**src/rtl/lockbank_pkg.sv**
```systemverilog
// Package: shared constants and the protection-size type for the lock bank.
// Assumes four lock bits per register and an 8-bit lock+mask field in the bus word.
package lockbank_pkg;
    localparam int unsigned LOCKS_PER_REG = 4;
    localparam int unsigned SIZE_W        = 2;

    typedef enum logic [SIZE_W-1:0] {
        GRAN_BYTE = 2'b00,
        GRAN_HALF = 2'b01,
        GRAN_WORD = 2'b10,
        GRAN_RSVD = 2'b11
    } gran_e;
endpackage

```
**src/rtl/lockbank_merge.sv**
```systemverilog
// Module: computes the next value of one lock register from a masked write.
// Assumes the size code is static while a write is in flight; code 2'b11 acts as byte.
module lockbank_merge
    import lockbank_pkg::*;
(
    input  logic [LOCKS_PER_REG-1:0] cur_i,
    input  logic [LOCKS_PER_REG-1:0] val_i,
    input  logic [LOCKS_PER_REG-1:0] en_i,
    input  logic [SIZE_W-1:0]        size_i,
    output logic [LOCKS_PER_REG-1:0] nxt_o
);
    // Purpose: select granule-replicated values and enables, then merge under mask.
    always_comb begin
        logic [LOCKS_PER_REG-1:0] v;
        logic [LOCKS_PER_REG-1:0] e;
        unique case (gran_e'(size_i))
            GRAN_HALF: begin
                v = {val_i[2], val_i[2], val_i[0], val_i[0]};
                e = {en_i[2],  en_i[2],  en_i[0],  en_i[0]};
            end
            GRAN_WORD: begin
                v = {LOCKS_PER_REG{val_i[0]}};
                e = {LOCKS_PER_REG{en_i[0]}};
            end
            default: begin
                v = val_i;
                e = en_i;
            end
        endcase
        nxt_o = (cur_i & ~e) | (v & e);
    end
endmodule

```
**src/rtl/lockbank_reg.sv**
```systemverilog
// Module: one lock register with its write-merge logic and local assertions.
// Assumes synchronous active-low reset; wr_i is already address-qualified.
module lockbank_reg
    import lockbank_pkg::*;
(
    input  logic                     clk,
    input  logic                     rst_n,
    input  logic                     wr_i,
    input  logic [LOCKS_PER_REG-1:0] val_i,
    input  logic [LOCKS_PER_REG-1:0] en_i,
    input  logic [SIZE_W-1:0]        size_i,
    output logic [LOCKS_PER_REG-1:0] lock_q
);
    logic [LOCKS_PER_REG-1:0] nxt;

    lockbank_merge u_merge (
        .cur_i (lock_q),
        .val_i (val_i),
        .en_i  (en_i),
        .size_i(size_i),
        .nxt_o (nxt)
    );

    // Purpose: hold lock bits, clear on reset, load merged value on a write.
    always_ff @(posedge clk) begin
        if (!rst_n)    lock_q <= '0;
        else if (wr_i) lock_q <= nxt;
    end

    assert_reset_clear_R1: assert property (@(posedge clk)
        !rst_n |=> lock_q == '0);
    assert_idle_hold_R10: assert property (@(posedge clk) disable iff (!rst_n)
        !wr_i |=> $stable(lock_q));
    assert_word_no_en0_R5: assert property (@(posedge clk) disable iff (!rst_n)
        (wr_i && size_i == 2'b10 && !en_i[0]) |=> $stable(lock_q));
    assert_word_fill_R5: assert property (@(posedge clk) disable iff (!rst_n)
        (wr_i && size_i == 2'b10 && en_i[0]) |=> (lock_q == {4{$past(val_i[0])}}));
    assert_half_pairs_R4: assert property (@(posedge clk) disable iff (!rst_n)
        (wr_i && size_i == 2'b01) |=> (lock_q[1] == lock_q[0] || $stable(lock_q[1:0])));
    assert_byte_masked_R3: assert property (@(posedge clk) disable iff (!rst_n)
        (wr_i && size_i[1] == size_i[0] && !en_i[3]) |=> $stable(lock_q[3]));
endmodule

```
**src/rtl/lockbank_top.sv**
```systemverilog
// Module: bank of lock registers on a simple register bus with flat lock output.
// Assumes size_cfg is static configuration; reads are combinational.
module lockbank_top
    import lockbank_pkg::*;
#(
    parameter int unsigned NUM_REGS = 8,
    parameter int unsigned ADDR_W   = 3,
    parameter int unsigned DATA_W   = 32
) (
    input  logic                              clk,
    input  logic                              rst_n,
    input  logic [ADDR_W-1:0]                 addr,
    input  logic                              wr_en,
    input  logic [DATA_W-1:0]                 wr_data,
    output logic [DATA_W-1:0]                 rd_data,
    input  logic [NUM_REGS*SIZE_W-1:0]        size_cfg,
    output logic [NUM_REGS*LOCKS_PER_REG-1:0] lock_o
);
    localparam int unsigned VAL_LSB = 0;
    localparam int unsigned EN_LSB  = LOCKS_PER_REG;

    logic [LOCKS_PER_REG-1:0] regs [NUM_REGS];
    logic [NUM_REGS-1:0]      sel;

    for (genvar k = 0; k < NUM_REGS; k++) begin : g_reg
        // Purpose: decode the address into a one-hot write select.
        assign sel[k] = wr_en && (addr == ADDR_W'(k));

        lockbank_reg u_reg (
            .clk   (clk),
            .rst_n (rst_n),
            .wr_i  (sel[k]),
            .val_i (wr_data[VAL_LSB +: LOCKS_PER_REG]),
            .en_i  (wr_data[EN_LSB +: LOCKS_PER_REG]),
            .size_i(size_cfg[k*SIZE_W +: SIZE_W]),
            .lock_q(regs[k])
        );
        assign lock_o[k*LOCKS_PER_REG +: LOCKS_PER_REG] = regs[k];
    end

    // Purpose: return the selected register's lock bits, masks read as zero.
    always_comb begin
        rd_data = '0;
        rd_data[LOCKS_PER_REG-1:0] = regs[addr];
    end

    assert_one_select_R7: assert property (@(posedge clk) disable iff (!rst_n)
        $onehot0(sel));
    assert_rd_mask_zero_R8: assert property (@(posedge clk) disable iff (!rst_n)
        rd_data[DATA_W-1:LOCKS_PER_REG] == '0);
endmodule

```
**config.mk**
```make
export PLATFORM = sky130hd
export DESIGN_NAME = lockbank_top
export DESIGN_NICKNAME = d
export VERILOG_FILES = /design/src/rtl/lockbank_pkg.sv /design/src/rtl/lockbank_merge.sv /design/src/rtl/lockbank_reg.sv /design/src/rtl/lockbank_top.sv
export SDC_FILE = /design/constraint.sdc
export NUM_CORES = 1
export LEC_CHECK = 0
export ABC_AREA = 1
export BUFFER_PORTS_ARGS = -buffer_cell sky130_fd_sc_hd__buf_2
export CORE_MARGIN = 4
export CORE_UTILIZATION = 30
export CTS_CLUSTER_SIZE = 30
export DETAILED_ROUTE_END_ITERATION = 8
export PLACE_DENSITY = 0.59
export REMOVE_ABC_BUFFERS = 1
export SETUP_SLACK_MARGIN = 0.15
export SYNTH_ARGS = -nofsm -noshare
export SYNTH_HDL_FRONTEND = slang
export SYNTH_SLANG_ARGS = --single-unit
```
**constraint.sdc**
```tcl
create_clock -name clk -period 3.1 [get_ports clk]
set_input_delay 0.465 -clock clk [delete_from_list [all_inputs] [get_ports clk]]
set_output_delay 0.465 -clock clk [all_outputs]
set_load 0.02 [all_outputs]
```
Yosys cells after proc, flatten, opt, wreduce, memory -nomap -nowiden --
Index checks and enable logic that the tools add are counted.
Cells by class: bitwise gates (word level) 33, equality and inequality tests 23, multiplexer cells 19, magnitude comparators 1, reductions and logical operators 9
Operators with widths (number):
- $pmux W4 S2 | 16
- $and A4 B4 Y4 | 16
- $not A4 Y4 | 8
- $or A4 B4 Y4 | 8
- $eq A2 B1 Y1 const B | 8
- $eq A2 B2 Y1 const B | 8
- $bmux W4 S3 | 1
- $eq A3 B3 Y1 const B | 4
- $logic_and A1 B1 Y1 | 8
- $mux W4 | 2
- $eq A3 B2 Y1 const B | 2
- $ge A4 B4 Y1 const B | 1
- $not A3 Y4 | 1
- $eq A3 B1 Y1 const B | 1
- $logic_not A3 Y1 | 1
Word-level totals: register bits after elaboration 32, output and inout bits 64, word-level logic and storage cells 93

Logic depth before layout (Yosys ltp) --
depth after elaboration 5, mapped depth 9

Modules after synthesis --
A second synthesis with hierarchy kept.
Unflattened totals: cells, all modules 662, area, all modules 3513.4 µm²
Modules (own cells, without submodules):
- lockbank_merge | cells each 41, area an instance 188.9 µm², times used 8, sequential area each 0.0 µm²
- lockbank_reg | cells each 25, area an instance 166.4 µm², times used 8, sequential area each 80.1 µm²
- lockbank_top | cells each 134, area an instance 670.6 µm², times used 1, sequential area each 0.0 µm²

Worst setup path after synthesis --
Ideal clock, no wire load.
path kind input port to output port, start input addr[0], end output rd_data[2], arrival 1.228 ns, cell stages on the path 6, buffers on the path 1, setup slack 1.407 ns, cell sequence nor2_2 buf_2 nand2_1 o21ai_0 o21ai_0 nand2_1
Between the ends: word-level cells in the longest chain between the ends 4
RTL lines:
- start: declaration | line lockbank_top.sv:12 | input logic [ADDR_W-1:0] addr,
- $not A3 Y4 (not written as such) | line lockbank_top.sv:44 | rd_data[LOCKS_PER_REG-1:0] = regs[addr];
- $bmux W4 S3 | line lockbank_top.sv:44
- $mux W4 (not written as such) (2 in a row) | line lockbank_top.sv:44
- end: declaration | line lockbank_top.sv:15 | output logic [DATA_W-1:0] rd_data,
No other way between the ends. The select of a mux whose other input is x is not followed.

Final worst setup path --
start input addr[0], end output rd_data[1]
Same word-level chain as after synthesis.

==> summary by stage <==
Outcome
The run finished with clean final reports.

Drt
The wire length on met1 is 3910 microns. The wire length per cell is 12.6 microns. The detailed-route via count is 3185. The highest routing layer actually used is met4.

The number of iterations in the first detailed-routing pass is 6. The DRC marker count from the first detailed-route iteration is 242. In the routed layout, each cell is associated on average with a via count of 4.57. The final layout contains routed wiring with a total length of 8780 microns. The residual DRC count is 0. The total met2 wirelength after detailed routing is 3960 microns. After detailed routing, the met3 layer carries 793 microns of wire. The post-route antenna net violation count is 0.

Clock network
The number of post-CTS setup repair buffers is 0. The tree built by TritonCTS fans out to 32 sinks. Gates resized during post-CTS repair numbered 0. The clock passes through at most 2 buffers. In this run, CTS created clock tree buffers numbering 5. TritonCTS built the clock tree.

The later pin in the worst-skew pair is clocked with a latency of 0.28 ns. The CTS H-tree depth is 2. Buffers inserted to repair hold after CTS numbered 0. CTS placed an instance of sky130_fd_sc_hd__clkbuf_8 at the clock tree root.

The clock transition time at the flip-flop clock pins of the worst setup and hold paths is 0.06 ns.

Timing
Derived from the worst setup path, the maximum achievable clock frequency is 0.470 GHz. In the finished design, the share of the clock period the worst path needs comes to 68.7%. The number of endpoints failing setup at the final stage is 0.

The final sum of negative setup slack is 0 ns. Measured against its own limit, the worst slew margin works out to 59.7%. The final-report hold violation count is 0.

The max-slew violation count came to 0. At the pin with the least slew margin, the transition time is 0.604 ns. The final period demand of the worst path is 2.13 ns. Setup repair after global routing left no endpoint under its margin.

The maximum clock skew at final layout is 0 ns.

Logic synthesis
For this run, the number of Yosys warnings is 0. The biggest area contributor in the post-synthesis netlist is sky130_fd_sc_hd__nand2_1. The post-synthesis instance area is 2840 sq um. The distinct cell type count after synthesis is 16. The number of synthesized register bits is 32. The area fraction of the dominant cell type after synthesis is 25.5%. After technology mapping, the gate count stands at 507. By area the synthesized netlist is led by sky130_fd_sc_hd__nand2_1 (26%), sky130_fd_sc_hd__dfxtp_1 (23%), sky130_fd_sc_hd__nand3_1 (8.1%). Summing the sequential cell areas from Yosys gives 22.6% of the chip area.

Averaged over all synthesized cells, the footprint is 5.60 sq um.

Global routing
The total congestion overflow is 0. The global-route total usage across every layer is 15.6%. The number of global-route vias before repair came to 2897. The number of antenna violations at the first check in global routing is 0.

The first global-routing pass estimated 13900 microns of wire. Entering global routing, the biggest net connects 31 pins.

Die
The core region area is 9240 sq um. The y dimension of the die is 105 microns. The floorplan has 35 rows. The initial utilization of the core area, before any placement, comes to 30.7%. The number of primary I/O pins is 118.

The floorplan die width is 105 microns. The area of the die is 11100 sq um.

Final layout
The proportion of layout cells with a drive suffix above 1 is 13.7%. The post-route standard cell area excluding fillers is 3260 sq um. The area growth from synthesis to layout is 14.7%. The repair_antennas step left the layout with diodes totalling 0. At the end of the flow, the number of nets in the layout was 637. The final-layout fill cell count is 1062.

Placed design
The placed instances occupy a cell area of 3170 sq um. The quantity of I/O buffers inserted on ports is 65. Detailed placement finished with a half-perimeter wire length of 6730 microns. Routability-driven placement finished with a final weighted congestion of 0.831.

Min path
The tightest min-delay check is of the flip-flop to flip-flop type.

Critical path
For the worst setup path, the data arrival time is 1.66 ns. The largest single stage delay on the critical path is 0.49 ns. The largest individual stage delay along the critical path comes from the cell sky130_fd_sc_hd__nor2_2. The signal on the critical path passes through buf_2, nor2_2, nand2_1, nand4_1, nand2_1, nand2_1, buf_2. The startpoint of the worst setup timing path is addr[0].

The worst setup path is of the input port to primary output kind. STA puts the critical path data required time at 2.63 ns. The largest fanout of any net on the critical path is 16.

The most prevalent standard cell on the critical path is sky130_fd_sc_hd__nand2_1. The critical path startpoint category is an input port. The worst setup path is captured at a primary output.

Power and ir drop
Across the VDD grid, the largest voltage drop is 0.144 mV. Power spread over the standard cell area amounts to 326 nW/um^2. The leakage power total is 1.81 nW.

Run
The count of maximum capacitance violations is 0.
critical path, delay by kind of cell:
family | cells | cell delay, ns
buf+inv | 2 | 0.30
simple gates | 5 | 0.89
final timing paths:
path                              endpoint  slack (ns)  cells past startpoint
worst max-delay path            rd_data[1]        0.97                      7
worst min-delay path             flip-flop        0.47                      2
worst max register to register   flip-flop        2.39                      4
worst min register to register   flip-flop        0.47                      2
kinds of logic (layout without fill, tap and decap cells):
kind of cell / after synthesis / count (layout) / synth area share [%]
other cells: 1 / 28 / 0.132
flops: 32 / 32 / 22.6
fa+ha+maj: 16 / 16 / 7.05
compound gates: 46 / 46 / 8.55
buf+inv: 99 / 133 / 17.1
simple gates: 313 / 313 / 44.6
layer usage:
| metal | track usage (%) | vias to the layer above |
|---|---|---|
| met5 | 0 | - |
| met4 | 4.59 | 0 |
| met3 | 3.86 | 17 |
| met2 | 25.5 | 128 |
| met1 | 20.4 | 1401 |
| li1 | - | 1639 |
metrics by stage:
step | std cells | hold slack (ns) | power (mW) | utilization [%] | worst slack, ns
floorplan | 495 | 0.531 | 0.634 | - | 1.43
global placement | 689 | 0.461 | 0.728 | 34.3 | 1.01
detailed placement | 689 | 0.467 | 0.734 | 34.3 | 0.979
CTS | 697 | 0.477 | 1.07 | 35.2 | 0.975
global route | 697 | 0.498 | 1.13 | 35.2 | 0.800
finish | 697 | 0.473 | 1.06 | 35.2 | 0.972
cell usage after synthesis:
cell type	n
sky130_fd_sc_hd__buf_2	7
sky130_fd_sc_hd__clkbuf_1	4
sky130_fd_sc_hd__buf_4	28
sky130_fd_sc_hd__nor2_2	7
sky130_fd_sc_hd__a21boi_0	4
sky130_fd_sc_hd__nor2_1	61
sky130_fd_sc_hd__ha_1	16
sky130_fd_sc_hd__dfxtp_1	32
sky130_fd_sc_hd__nand4_1	6
sky130_fd_sc_hd__nand2_1	193
sky130_fd_sc_hd__a21oi_1	8
sky130_fd_sc_hd__conb_1	1
sky130_fd_sc_hd__o22ai_1	2
sky130_fd_sc_hd__o21ai_0	32
sky130_fd_sc_hd__nand3_1	46
sky130_fd_sc_hd__inv_1	60
layout by cell type, fill, tap and decap left out:
master,instances
sky130_fd_sc_hd__ha_1,16
sky130_fd_sc_hd__clkbuf_8,6
sky130_fd_sc_hd__clkbuf_1,2
sky130_fd_sc_hd__nand4_1,6
sky130_fd_sc_hd__conb_1,28
sky130_fd_sc_hd__nand2_1,193
sky130_fd_sc_hd__inv_1,60
sky130_fd_sc_hd__nor2_1,61
sky130_fd_sc_hd__buf_2,65
sky130_fd_sc_hd__a21oi_1,8
sky130_fd_sc_hd__a21boi_0,4
sky130_fd_sc_hd__o22ai_1,2
sky130_fd_sc_hd__o21ai_0,32
sky130_fd_sc_hd__nand3_1,46
sky130_fd_sc_hd__dfxtp_1,32
sky130_fd_sc_hd__nor2_2,7
area by class of cell:
| type | instances | area (sq um) | share of cell area [%] |
|---|---|---|---|
| well taps | 129 | 161 | 4.96 |
| inverters | 60 | 225 | 6.92 |
| flip-flops and latches | 32 | 641 | 19.7 |
| clock buffers | 8 | 90.1 | 2.77 |
| multi-input cells | 403 | 1810 | 55.7 |
| repair buffers | 65 | 325 | 9.99 |
power by group:
part	internal [mW]	total, mW	switching, mW
clock	0.181	0.335	0.154
sequential	0.421	0.429	0.00843
combinational	0.0853	0.297	0.212
Power figures use the tool's default switching activity.
